### src/rtl/gpio_irq_pkg.sv
package gpio_irq_pkg;

    localparam int unsigned ADDR_W = 6;

    localparam logic [ADDR_W-1:0] OFS_VALUE = 6'h00;
    localparam logic [ADDR_W-1:0] OFS_DIR   = 6'h04;
    localparam logic [ADDR_W-1:0] OFS_IEN   = 6'h08;
    localparam logic [ADDR_W-1:0] OFS_ISTAT = 6'h0C;
    localparam logic [ADDR_W-1:0] OFS_IPEND = 6'h10;
    localparam logic [ADDR_W-1:0] OFS_ICLR  = 6'h14;
    localparam logic [ADDR_W-1:0] OFS_EDGE  = 6'h18;
    localparam logic [ADDR_W-1:0] OFS_POL   = 6'h1C;
    localparam logic [ADDR_W-1:0] OFS_VER   = 6'h20;
    localparam logic [ADDR_W-1:0] OFS_BOTH  = 6'h24;

    // First version that carries the both-edges register
    localparam int unsigned BOTH_MIN_VER = 3;

    typedef enum logic [2:0] {
        TRG_LVL_LO = 3'd0,
        TRG_LVL_HI = 3'd1,
        TRG_FALL   = 3'd2,
        TRG_RISE   = 3'd3,
        TRG_BOTH   = 3'd4
    } trig_mode_e;

endpackage

### src/rtl/gpio_pin_sync.sv
module gpio_pin_sync #(
    parameter int unsigned W = 16
) (
    input  logic         clk,
    input  logic         rst_n,
    input  logic [W-1:0] raw_in,
    output logic [W-1:0] sync_q,
    output logic [W-1:0] prev_q
);
    logic [W-1:0] meta_q;

    always_ff @(posedge clk or negedge rst_n) begin
        if (!rst_n) begin
            meta_q <= '0;
            sync_q <= '0;
            prev_q <= '0;
        end else begin
            meta_q <= raw_in;
            sync_q <= meta_q;
            prev_q <= sync_q;
        end
    end
endmodule

### src/rtl/gpio_trig_detect.sv
module gpio_trig_detect
    import gpio_irq_pkg::*;
(
    input  logic cur,
    input  logic prev,
    input  logic edge_sel,
    input  logic pol_sel,
    input  logic both_sel,
    output logic hit
);
    trig_mode_e mode;

    always_comb begin
        if (!edge_sel)
            mode = pol_sel ? TRG_LVL_HI : TRG_LVL_LO;
        else if (both_sel)
            mode = TRG_BOTH;
        else
            mode = pol_sel ? TRG_RISE : TRG_FALL;
    end

    always_comb begin
        unique case (mode)
            TRG_LVL_LO: hit = ~cur;
            TRG_LVL_HI: hit = cur;
            TRG_FALL:   hit = prev & ~cur;
            TRG_RISE:   hit = cur & ~prev;
            TRG_BOTH:   hit = cur ^ prev;
            default:    hit = 1'b0;
        endcase
    end
endmodule

### src/rtl/gpio_irq_ctrl.sv
module gpio_irq_ctrl
    import gpio_irq_pkg::*;
#(
    parameter int unsigned PINS    = 16,
    parameter int unsigned VERSION = 3
) (
    input  logic              clk,
    input  logic              rst_n,
    input  logic [5:0]        bus_addr,
    input  logic              bus_we,
    input  logic [31:0]       bus_wdata,
    output logic [31:0]       bus_rdata,
    input  logic [PINS-1:0]   pin_in,
    output logic [PINS-1:0]   pin_out,
    output logic [PINS-1:0]   pin_oe,
    output logic              irq_out
);
    localparam bit HAS_BOTH = (VERSION >= BOTH_MIN_VER);

    logic [PINS-1:0] wd;
    logic [PINS-1:0] val_q, dir_q, en_q, edge_q, pol_q, both_q, pend_q;
    logic [PINS-1:0] sync_v, prev_v, set_vec, clr_vec, rd_vec;

    assign wd = bus_wdata[PINS-1:0];

    generate
        if (PINS < 32) begin : g_hi_unused
            logic unused_hi;
            assign unused_hi = ^bus_wdata[31:PINS];
        end
    endgenerate

    gpio_pin_sync #(.W(PINS)) u_sync (
        .clk    (clk),
        .rst_n  (rst_n),
        .raw_in (pin_in),
        .sync_q (sync_v),
        .prev_q (prev_v)
    );

    generate
        for (genvar i = 0; i < PINS; i++) begin : g_det
            gpio_trig_detect u_det (
                .cur      (sync_v[i]),
                .prev     (prev_v[i]),
                .edge_sel (edge_q[i]),
                .pol_sel  (pol_q[i]),
                .both_sel (both_q[i]),
                .hit      (set_vec[i])
            );
        end
    endgenerate

    assign clr_vec = (bus_we && bus_addr == OFS_ICLR) ? wd : '0;

    always_ff @(posedge clk or negedge rst_n) begin
        if (!rst_n) begin
            val_q  <= '0;
            dir_q  <= '1;
            en_q   <= '0;
            edge_q <= '0;
            pol_q  <= '0;
            pend_q <= '0;
        end else begin
            // a trigger outranks a clear in the same cycle
            pend_q <= (pend_q & ~clr_vec) | set_vec;
            if (bus_we) begin
                case (bus_addr)
                    OFS_VALUE: val_q  <= wd;
                    OFS_DIR:   dir_q  <= wd;
                    OFS_IEN:   en_q   <= wd;
                    OFS_EDGE:  edge_q <= wd;
                    OFS_POL:   pol_q  <= wd;
                    default:   ;
                endcase
            end
        end
    end

    generate
        if (HAS_BOTH) begin : g_both
            always_ff @(posedge clk or negedge rst_n) begin
                if (!rst_n)
                    both_q <= '0;
                else if (bus_we && bus_addr == OFS_BOTH)
                    both_q <= wd;
            end
        end else begin : g_no_both
            assign both_q = '0;
        end
    endgenerate

    always_comb begin
        case (bus_addr)
            OFS_VALUE: rd_vec = (dir_q & sync_v) | (~dir_q & val_q);
            OFS_DIR:   rd_vec = dir_q;
            OFS_IEN:   rd_vec = en_q;
            OFS_ISTAT: rd_vec = pend_q & en_q;
            OFS_IPEND: rd_vec = pend_q;
            OFS_EDGE:  rd_vec = edge_q;
            OFS_POL:   rd_vec = pol_q;
            OFS_BOTH:  rd_vec = both_q;
            default:   rd_vec = '0;
        endcase
        bus_rdata = '0;
        bus_rdata[PINS-1:0] = rd_vec;
        if (bus_addr == OFS_VER)
            bus_rdata = 32'(VERSION);
    end

    assign pin_out = val_q;
    assign pin_oe  = ~dir_q;
    assign irq_out = |(pend_q & en_q);
endmodule

### config.mk
export PLATFORM = sky130hd
export DESIGN_NAME = gpio_irq_ctrl
export DESIGN_NICKNAME = d
export VERILOG_FILES = /design/src/rtl/gpio_irq_pkg.sv /design/src/rtl/gpio_pin_sync.sv /design/src/rtl/gpio_trig_detect.sv /design/src/rtl/gpio_irq_ctrl.sv
export SDC_FILE = /design/constraint.sdc
export NUM_CORES = 1
export LEC_CHECK = 0
export ABC_AREA = 1
export BUFFER_PORTS_ARGS = -buffer_cell sky130_fd_sc_hd__buf_2
export CAP_MARGIN = 20
export CORE_UTILIZATION = 45
export DETAILED_ROUTE_END_ITERATION = 16
export SLEW_MARGIN = 20
export SYNTH_ARGS = -nofsm -noshare
export SYNTH_HDL_FRONTEND = slang
export SYNTH_HIERARCHICAL = 1
export SYNTH_SLANG_ARGS = --single-unit
### constraint.sdc
create_clock -name clk -period 1.85 [get_ports clk]
set_input_delay 0.0925 -clock clk [delete_from_list [all_inputs] [get_ports clk]]
set_output_delay 0.0925 -clock clk [all_outputs]
set_load 0.01 [all_outputs]
==> flow_metrics.env, run 1 <==
export IMPL_status="finished, final reports clean"
export IMPL_drive_above_1_share=0.247
export IMPL_start_kind="register"
export IMPL_whs_ps=47.2
export IMPL_drtAntennaViolNets=0
export IMPL_clk_latency_ps=430
export IMPL_finalSetupViolCount=0
export IMPL_clk_pin_slew_ps=60
export IMPL_num_rows=51
export IMPL_dr_pass1_iters=5
export IMPL_yosys_warnings=6
export IMPL_critical_path_depth=8
export IMPL_sw_frac_of_total=0.281
export IMPL_fin_cells=1539
export IMPL_dp_cells=1490
export IMPL_p_per_area_nw_per_um2=905
export IMPL_grt_pass1_vias=6644
export IMPL_drcViolationCount=0
export IMPL_grt_max_degree=53
export IMPL_arrival_ps=1630
export IMPL_cp_slowest_cell="dfstp_2"
export IMPL_ys_seq_area_frac=0.451
export IMPL_synth_compound_area_frac=0.105
export IMPL_antenna_found_initial=0
export IMPL_synthCells=1135
export IMPL_nets=1350
export IMPL_grt_busiest_layer="met2"
export IMPL_drt_iter0_markers=417
export IMPL_r2r_setup_slack_ps=560
export IMPL_clkSinkCount=160
export IMPL_relSlewSlack=0.649
export IMPL_p_leak_nw=5.53
export IMPL_dieArea_um2=20400
export IMPL_viasPerCell=4.66
export IMPL_io_pins=122
export IMPL_peakVddDrop_mv=0.594
export IMPL_fillCellCount=1848
export IMPL_crit_chain="inv_1, nand2_1, nand2_1, nand2_1, o21ai_0, nor2_1, nand2_1, buf_2"
export IMPL_drv_slew=0
export IMPL_hold_viol=0
export IMPL_hold_path_class="in -> reg"
export IMPL_vias=7172
export IMPL_worst_slew_pin_slew_ps=526
export IMPL_grt_util_met2=0.370
export IMPL_hold_depth=3
export IMPL_p_seq_frac=0.439
export IMPL_place_congestion=0.825
export IMPL_synth_area_per_cell_um2=7.87
export IMPL_min_period_ps=1720
export IMPL_p_switching_mw=2.66
export IMPL_clockRootBuffer="clkbuf_16"
export IMPL_fp_dieH_um=143
export IMPL_core_um2=19500
export IMPL_cp_data_required_time_ps=1760
export IMPL_grt_pass1_wl_um=33800
export IMPL_grt_overflow=0
export IMPL_critPathMaxStageDelay_ps=540
export IMPL_synthAdderAreaFrac=0.0448
export IMPL_start_util=0.459
export IMPL_diodes=0
export IMPL_h_tree_depth=4
export IMPL_tns_ps=0
export IMPL_synth_top_family_by_area="simple AND/OR/NAND/NOR gates"
export IMPL_reg2reg_depth=7
export IMPL_rsz0062_at_grt="no"
export IMPL_muxShareOfSynthArea=0
export IMPL_setup_slack_ps=126
export IMPL_syn_cell_area_um2=8930
export IMPL_ys_types=28
export IMPL_cts_setup_buffers=0
export IMPL_numCtsBuffers=17
export IMPL_grtUsageMet3=0.0382
export IMPL_wire_per_inst_um=13.4
export IMPL_p_int_mw=6.83
export IMPL_cp_num_buf_inv=2
export IMPL_clk_path_buf_depth=2
export IMPL_ys_seq_elements=160
export IMPL_pwr_share_comb=0.158
export IMPL_dieWidth_um=143
export IMPL_portBuffers=89
export IMPL_drv_cap=0
export IMPL_clock_skew_ps=7.85
export IMPL_dpl_worst_slack_ps=264
export IMPL_grtUsageMet1=0.285
export IMPL_fmax_mhz=580
export IMPL_area_growth_pct=17.5
export IMPL_path_class="reg -> out"
export IMPL_track_usage=0.218
export IMPL_path_max_fanout=3
export IMPL_fin_util=0.539
export IMPL_finalCritPeriodShare=0.932
export IMPL_cp_end_kind="output pin"
export IMPL_wl_um=20700
export IMPL_clkPwrFrac=0.403
export IMPL_crit_path_frequent_cell="nand2_1"
export IMPL_cts_tree="yes"
export IMPL_synthSimpleGateAreaFrac=0.279
export IMPL_synth_xor_area_share=0
export IMPL_crit_family="flip-flops"
export IMPL_dpl_hpwl_um=14400
## cells in the mapped netlist
cell / n / area [µm²]
buf_6: 15 / 169
nand3_4: 3 / 52.6
clkinv_1: 32 / 120
buf_4: 20 / 150
ha_1: 32 / 400
nor3_1: 3 / 15.0
nand2_2: 17 / 106
clkbuf_1: 1 / 3.75
o21ai_1: 45 / 225
dfstp_2: 16 / 420
a21oi_2: 16 / 140
nor2_1: 101 / 379
buf_2: 9 / 45.0
nor2_4: 7 / 78.8
nor2_8: 2 / 40.0
dfrtp_1: 144 / 3600
nand2_1: 383 / 1440
nand2_4: 4 / 45.0
inv_1: 118 / 443
o21ai_2: 45 / 394
conb_1: 1 / 3.75
nand4_1: 6 / 37.5
nor2_2: 2 / 12.5
inv_4: 1 / 6.26
inv_2: 34 / 128
o21ai_0: 36 / 180
nand3_2: 16 / 160
nand3_1: 26 / 130
## per-layer routing
metal | wire (µm) | vias up
met4 | 242 | 0
met1 | 9730 | 3311
li1 | - | 3695
met3 | 784 | 19
met5 | 0 | -
met2 | 9940 | 147
## power groups by stage
| stage | clock (mW) | combinational, mW | sequential (mW) |
|---|---|---|---|
| after floorplan | 0 | 1.06 | 4.18 |
| after global placement | 0 | 1.45 | 4.22 |
| after detailed placement | 0 | 1.49 | 4.23 |
| after CTS | 3.91 | 1.52 | 4.17 |
| after global routing | 4.05 | 1.73 | 4.22 |
| final | 3.83 | 1.50 | 4.17 |
## placed cells by master, fill, tap and decap left out, types with 2 or more instances in the layout
master / count
nand4_1: 6
clkbuf_8: 3
o21ai_1: 45
clkinvlp_4: 4
dlygate4sd3_1: 17
o21ai_0: 36
o21ai_2: 45
inv_1: 118
nand2_2: 17
buf_12: 3
clkinv_4: 2
nor2_2: 2
nand3_4: 3
nand2_4: 4
dfstp_2: 16
nor2_8: 2
nand3_2: 16
dfrtp_1: 144
buf_2: 88
nor2_1: 101
nand3_1: 26
bufinv_16: 4
nor3_1: 3
nand2_1: 383
clkinv_1: 32
inv_2: 34
conb_1: 16
a21oi_2: 16
clkbuf_16: 17
ha_1: 32
buf_4: 28
nor2_4: 7
## final timing paths
kind | startpoint | endpoint
hold / removal | bus_wdata[8] | pol_q[8]
max in group asynchronous | rst_n | dir_q[15]
hold reg to reg | u_sync/meta_q[15] | u_sync/sync_q[15]
setup / recovery | dir_q[11] | bus_rdata[11]
min in group asynchronous | rst_n | u_sync/meta_q[4]
setup reg to reg | u_sync/sync_q[11] | pend_q[11]
## sequential cells by signal, summed over array words and instances (netlist names)
| signal | flops |
|---|---|
| pin_out | 16 |
| u_sync/sync_q | 16 |
| u_sync/meta_q | 16 |
| pend_q | 16 |
| en_q | 16 |
| pol_q | 16 |
| u_sync/prev_q | 16 |
| edge_q | 16 |
| dir_q | 16 |
| both_q | 16 |
## tightest hold or removal path: stages
cell	delay [ps]
buf_2	80
inv_1	120
o21ai_2	150
## area by class of cell
class | count | area (µm²) | area share
inverters | 185 | 697 | 0.0665
flip-flops and latches | 160 | 4020 | 0.384
multi-input cells | 760 | 3890 | 0.371
clock buffers | 20 | 467 | 0.0445
clock inverters | 12 | 181 | 0.0173
well taps | 265 | 332 | 0.0316
repair buffers | 137 | 892 | 0.0851
## through the flow
step	area [µm²]	power, mW
3_3_place_gp	9670	5.67
5_1_grt	10500	10.0
4_1_cts	10500	9.60
6_report	10500	9.49
2_1_floorplan	8980	5.23
3_5_place_dp	9670	5.72
## logic make-up after synthesis
family	Yosys count
adders and majority gates	32
DFF	160
other	1
AOI/OAI and AO/OA	142
and+or+nand+nor	570
buffers and inverters	230
## repair_timing
item	4_1_cts	5_1_grt
hold endpoints to repair	64	0
hold buffers	17	0
gates resized for setup	0	0
Power figures use the tool's default switching activity.
==> run 2: changes to the inputs <==
Settings changed: PLACE_DENSITY set to 0.66, SYNTH_HIERARCHICAL 1 to not set.
==> run 2 against run 1 <==
Effect of this change: setup slack worse by 15 ps; sequential cell count unchanged; critical path depth unchanged; synthesized area down 11%; cell count down 12%; power down 8.5%; clock skew down 3.2 ps; clock power down 11%; highest routed layer unchanged.
==> flow_metrics.env, run 2 <==
export IMPL_fin_util=0.547
export IMPL_status="finished, final reports clean"
export IMPL_ys_async_sr_fraction=1.00
export IMPL_ys_seq_area_frac=0.506
export IMPL_drv_cap=0
export IMPL_dr_pass1_iters=5
export IMPL_crit_path_frequent_cell="nand2_1"
export IMPL_syn_cell_area_um2=7950
export IMPL_synthCells=993
export IMPL_p_int_mw=6.33
export IMPL_synth_top_family_by_area="simple AND/OR/NAND/NOR gates"
export IMPL_muxShareOfSynthArea=0
export IMPL_sw_frac_of_total=0.272
export IMPL_peakVddDrop_mv=0.674
export IMPL_wl_um=18600
export IMPL_start_util=0.460
export IMPL_synth_top_area_frac=0.453
export IMPL_synth_xor_area_share=0.00330
export IMPL_wire_per_inst_um=13.7
export IMPL_synth_edf_count=0
export IMPL_fmax_mhz=575
export IMPL_grt_max_degree=67
export IMPL_synth_area_per_cell_um2=8.01
export IMPL_rsz0062_at_grt="no"
export IMPL_num_rows=48
export IMPL_grt_pass1_wl_um=29900
export IMPL_clk_path_buf_depth=2
export IMPL_fp_dieH_um=135
export IMPL_h_tree_depth=4
export IMPL_synthFlopType="dfrtp_1"
export IMPL_cp_end_kind="output pin"
export IMPL_critPathLaunch="dir_q[5]"
export IMPL_cts_setup_buffers=0
export IMPL_clkSinkCount=160
export IMPL_tns_ps=0
export IMPL_synthAdderAreaFrac=0.0503
export IMPL_yosysMostFrequentCell="nand2_1"
export IMPL_clockRootBuffer="clkbuf_16"
export IMPL_ys_top_cells_by_area="dfrtp_1 (45%), nand2_1 (15%), o21ai_0 (10%), inv_1 (5.7%), dfstp_2 (5.3%)"
export IMPL_synthTopCellsByCount="nand2_1 (312), o21ai_0 (159), dfrtp_1 (144), inv_1 (121), nor2_1 (49)"
export IMPL_clock_skew_ps=4.66
export IMPL_path_max_fanout=4
export IMPL_drt_iter0_markers=519
export IMPL_critPathMaxStageDelay_ps=540
export IMPL_hold_viol=0
export IMPL_drtAntennaViolNets=0
export IMPL_clk_pin_slew_ps=60
export IMPL_synthSimpleGateAreaFrac=0.203
export IMPL_p_switching_mw=2.36
export IMPL_hp_start="bus_wdata[6]"
export IMPL_synth_compound_area_frac=0.146
export IMPL_final_area_um2=9470
export IMPL_most_common_layout_cells="nand2_1 (312), o21ai_0 (158), dfrtp_1 (144)"
export IMPL_grt_overflow=0
export IMPL_dieWidth_um=135
export IMPL_numCtsBuffers=17
export IMPL_fillCellCount=1634
export IMPL_clkPwrFrac=0.393
export IMPL_drcViolationCount=0
export IMPL_vias=6685
export IMPL_area_growth_pct=19.0
export IMPL_nets=1205
export IMPL_cts_tree="yes"
export IMPL_clk_latency_ps=420
export IMPL_dpl_cell_area_um2=8720
export IMPL_antenna_found_initial=0
export IMPL_final_common_cell="nand2_1"
export IMPL_yosys_warnings=0
export IMPL_track_usage=0.214
export IMPL_ys_seq_elements=160
export IMPL_drive_above_1_share=0.160
export IMPL_reg2reg_from="u_sync.sync_q[5]"
export IMPL_yosysTopAreaCell="dfrtp_1"
export IMPL_viasPerCell=4.94
export IMPL_ys_types=24
export IMPL_min_period_ps=1740
export IMPL_core_um2=17300
export IMPL_p_per_area_nw_per_um2=918
export IMPL_path_class="reg -> out"
export IMPL_pwr_share_comb=0.132
export IMPL_dieArea_um2=18200
export IMPL_crit_chain="inv_2, nand2_1, o21ai_0, nand2_1, o21ai_1, nor2_1, nand2_1, buf_2"
export IMPL_finalCritPeriodShare=0.940
export IMPL_dpl_hpwl_um=12700
export IMPL_p_leak_nw=4.73
export IMPL_finalSetupViolCount=0
export IMPL_cp_slowest_cell="dfstp_2"
export IMPL_cp_data_required_time_ps=1760
export IMPL_diodes=0
export IMPL_drv_slew=0
export IMPL_p_seq_frac=0.475
export IMPL_io_pins=122
export IMPL_portBuffers=89
export IMPL_place_congestion=0.812
export IMPL_hold_path_class="in -> reg"
export IMPL_start_kind="register"
export IMPL_grt_pass1_vias=5972
export IMPL_arrival_ps=1650
-- run 2: cells by family after synthesis --
family / Yosys count
adders and majority gates: 32
other: 1
xor gates and xnor gates: 3
buffers and inverters: 167
and+or+nand+nor: 398
AOI/OAI and AO/OA: 232
DFF: 160
-- run 2: path summary, 6_finish.rpt --
check                      slack, ps  depth (start not counted)                to
min                                7                          3         edge_q[6]
max                              110                          8      bus_rdata[5]
max reg2reg                      610                          6         pend_q[5]
max in group asynchronous        980                          3          dir_q[5]
min reg2reg                      350                          0  u_sync.sync_q[8]
min in group asynchronous        150                          2  u_sync.meta_q[4]
-- run 2: cell type report --
type                       instances  area, µm²  share of cell area
multi-input combinational        681       3270               0.346
timing repair buffer             132        855              0.0903
sequential                       160       4020               0.425
clock inverter                    11        118              0.0124
inverter                         124        465              0.0492
clock buffer                      21        450              0.0476
tap                              225        282              0.0297
-- run 2: power by group through the flow --
stage          Clock (mW)  Combinational, mW  Sequential (mW)
3_5_place_dp            0               1.13             4.18
3_3_place_gp            0               1.10             4.17
2_1_floorplan           0              0.731             4.15
4_1_cts              3.48               1.16             4.12
6_report             3.41               1.15             4.13
5_1_grt              3.61               1.33             4.18
-- run 2: repair_timing --
action	4_1_cts	5_1_grt
endpoints found under the setup margin	0	3
endpoints found under the hold margin	107	0
resized for setup	0	4
hold buffers	17	0
-- run 2: through the flow --
stage | worst slack [ps] | cells | power (mW) | hold slack (ps)
after floorplan | 743 | 1008 | 4.88 | -203
after detailed placement | 272 | 1305 | 5.31 | 34.3
final | 111 | 1354 | 8.69 | 7.17
after CTS | 27.0 | 1354 | 8.77 | 1.49
after global routing | 1.93 | 1354 | 9.12 | 24.2
after global placement | 309 | 1305 | 5.27 | 28.4
-- run 2: critical path, delay by kind of cell (launching register included) --
family	cells	cell delay, ps
DFF	1	540
AOI/OAI and AO/OA	2	140
buffers and inverters	2	210
and+or+nand+nor	4	330
-- run 2: layer usage --
metal | vias to the layer above | GRT usage | routed length, µm
met3 | 22 | 0.0289 | 1030
li1 | 3362 | - | -
met2 | 198 | 0.345 | 8700
met4 | 0 | 0.0693 | 274
met1 | 3103 | 0.297 | 8610
met5 | - | 0 | 0
==> run 3: changes to the inputs <==
Settings changed: CORE_UTILIZATION 45 to 62, GPL_TIMING_DRIVEN set to 0, PLACE_DENSITY 0.66 to 0.86.
==> run 3 against run 2 <==
Effect of this change: clock skew is 2.8 ps higher; largest power group unchanged; global-route usage up 11 points; fmax decreased by 1.2%.
==> flow_metrics.env, run 3 (synthesis gave the netlist of run 2 again) <==
export IMPL_status="finished, final reports clean"
export IMPL_drtAntennaViolNets=0
export IMPL_reg2reg_depth=6
export IMPL_antenna_found_initial=0
export IMPL_io_pins=122
export IMPL_fin_cells=1319
export IMPL_clk_pin_slew_ps=60
export IMPL_clock_skew_ps=7.46
export IMPL_fmax_mhz=568
export IMPL_reg2reg_to="pend_q[5]"
export IMPL_min_period_ps=1760
export IMPL_core_um2=12600
export IMPL_clockRootBuffer="clkbuf_16"
export IMPL_drt_iter0_markers=603
export IMPL_clkSinkCount=160
export IMPL_clk_path_buf_depth=2
export IMPL_wire_per_inst_um=15.4
export IMPL_path_max_fanout=4
export IMPL_wl_met1_um=8530
export IMPL_hold_path_endpoint="edge_q[10]"
export IMPL_rsz0062_at_grt="no"
export IMPL_cp_end_kind="output pin"
export IMPL_viasPerCell=5.43
export IMPL_grt_pass1_vias=6621
export IMPL_dpl_worst_slack_ps=-79.3
export IMPL_setup_slack_ps=89.0
export IMPL_met2_length_um=9500
export IMPL_dr_pass1_iters=6
export IMPL_worst_slew_pin_slew_ps=776
export IMPL_drcViolationCount=0
export IMPL_final_common_cell="nand2_1"
export IMPL_path_class="reg -> out"
export IMPL_wl_um=20300
export IMPL_finalSetupViolCount=0
export IMPL_nets=1223
export IMPL_dieWidth_um=115
export IMPL_dp_cells=1270
export IMPL_start_kind="register"
export IMPL_drv_cap=0
export IMPL_diodes=0
export IMPL_area_growth_pct=19.1
export IMPL_grt_max_degree=83
export IMPL_clk_latency_ps=430
export IMPL_hold_viol=0
export IMPL_relSlewSlack=0.482
export IMPL_num_rows=41
export IMPL_finalCritPeriodShare=0.952
export IMPL_hp_start="bus_wdata[10]"
export IMPL_dpl_hpwl_um=13800
export IMPL_p_per_area_nw_per_um2=938
export IMPL_h_tree_depth=4
export IMPL_vias=7166
export IMPL_p_leak_nw=4.80
export IMPL_met3WireLength_um=1590
export IMPL_grt_pass1_wl_um=32100
export IMPL_drv_slew=0
export IMPL_grt_overflow=0
export IMPL_cts_tree="yes"
export IMPL_drive_above_1_share=0.165
export IMPL_fillCellCount=945
export IMPL_cp_data_required_time_ps=1760
export IMPL_fp_dieH_um=115
export IMPL_start_util=0.633
export IMPL_reg2reg_from="u_sync.sync_q[5]"
export IMPL_peakVddDrop_mv=0.757
export IMPL_r2r_setup_slack_ps=610
export IMPL_cts_setup_buffers=0
export IMPL_arrival_ps=1670
export IMPL_portBuffers=89
export IMPL_numCtsBuffers=17
export IMPL_place_congestion=0.866
export IMPL_most_common_layout_cells="nand2_1 (312), o21ai_0 (157), dfrtp_1 (144)"
export IMPL_hold_depth=3
export IMPL_track_usage=0.325
export IMPL_dieArea_um2=13300
export IMPL_hold_path_class="in -> reg"
export IMPL_highest_layer="met4"
run 3: changes by cell type in the layout (fill, tap and decap cells not counted), moves of 3 or more:
cell | previous run | this run
buf_2 | 88 | 103
clkbuf_1 | 3 | 12
buf_4 | 23 | 19
clkinvlp_4 | 5 | 1
buf_12 | 3 | 0
run 3: worst max-delay path, cell delays in order (launching register included):
cell,delay [ps]
dfstp_2,530
inv_1,70
o21ai_0,240
nand2_1,80
o21ai_0,70
nor2_1,50
nand2_1,80
buf_2,130
run 3: final cells by class:
cell class | count | area [µm²] | area share
Clock buffer | 23 | 458 | 0.0483
Inverter | 124 | 465 | 0.0491
Sequential cell | 160 | 4020 | 0.425
Timing Repair Buffer | 107 | 653 | 0.0689
Multi-Input combinational cell | 681 | 3270 | 0.345
Buffer | 43 | 254 | 0.0268
Clock inverter | 9 | 134 | 0.0141
Tap cell | 172 | 215 | 0.0227
run 3: worst max-delay path by stage:
stage	startpoint	endpoint	slack, ps	cells after the start
5_1_grt	bus_addr[5]	bus_rdata[7]	2	10
6_report	dir_q[4]	bus_rdata[4]	90	7
2_1_floorplan	dir_q[5]	bus_rdata[5]	740	6
4_1_cts	bus_addr[3]	bus_rdata[7]	50	10
3_3_place_gp	rst_n	u_sync.meta_q[12]	-1670	1
3_5_place_dp	bus_addr[0]	bus_rdata[7]	-80	10
run 3: per-stage QoR:
step / hold WS [ps] / instance area, µm² / setup TNS [ps] / util / power, mW
floorplan: -203 / 8010 / 0 / - / 4.88
global placement: 200 / 8670 / -249940 / 0.690 / 5.26
detailed placement: 126 / 8710 / -79.3 / 0.693 / 5.33
CTS: 2.96 / 9470 / 0 / 0.754 / 8.89
global route: 12.6 / 9480 / 0 / 0.754 / 9.27
finish: 4.22 / 9480 / 0 / 0.754 / 8.89
run 3: where the power goes:
group	internal [mW]	total (mW)	switching [mW]	leakage, nW
Sequential	3.86	4.14	0.277	1.93
Combinational	0.470	1.19	0.720	2.58
Clock	2.16	3.56	1.40	0.286
run 3: metal layers:
metal  track usage  up-vias
met5             0        -
met4         0.163        0
met3        0.0796       53
met2         0.514      310
met1         0.420     3407
li1              -     3396
run 3: what timing repair did:
| item | 4_1_cts | 5_1_grt |
|---|---|---|
| hold buffers | 17 | 0 |
| pin swaps | 0 | 3 |
| resized for setup | 1 | 8 |
| gates cloned | 0 | 0 |
| endpoints found under the setup margin | 2 | 10 |
| endpoints found under the hold margin | 86 | 0 |
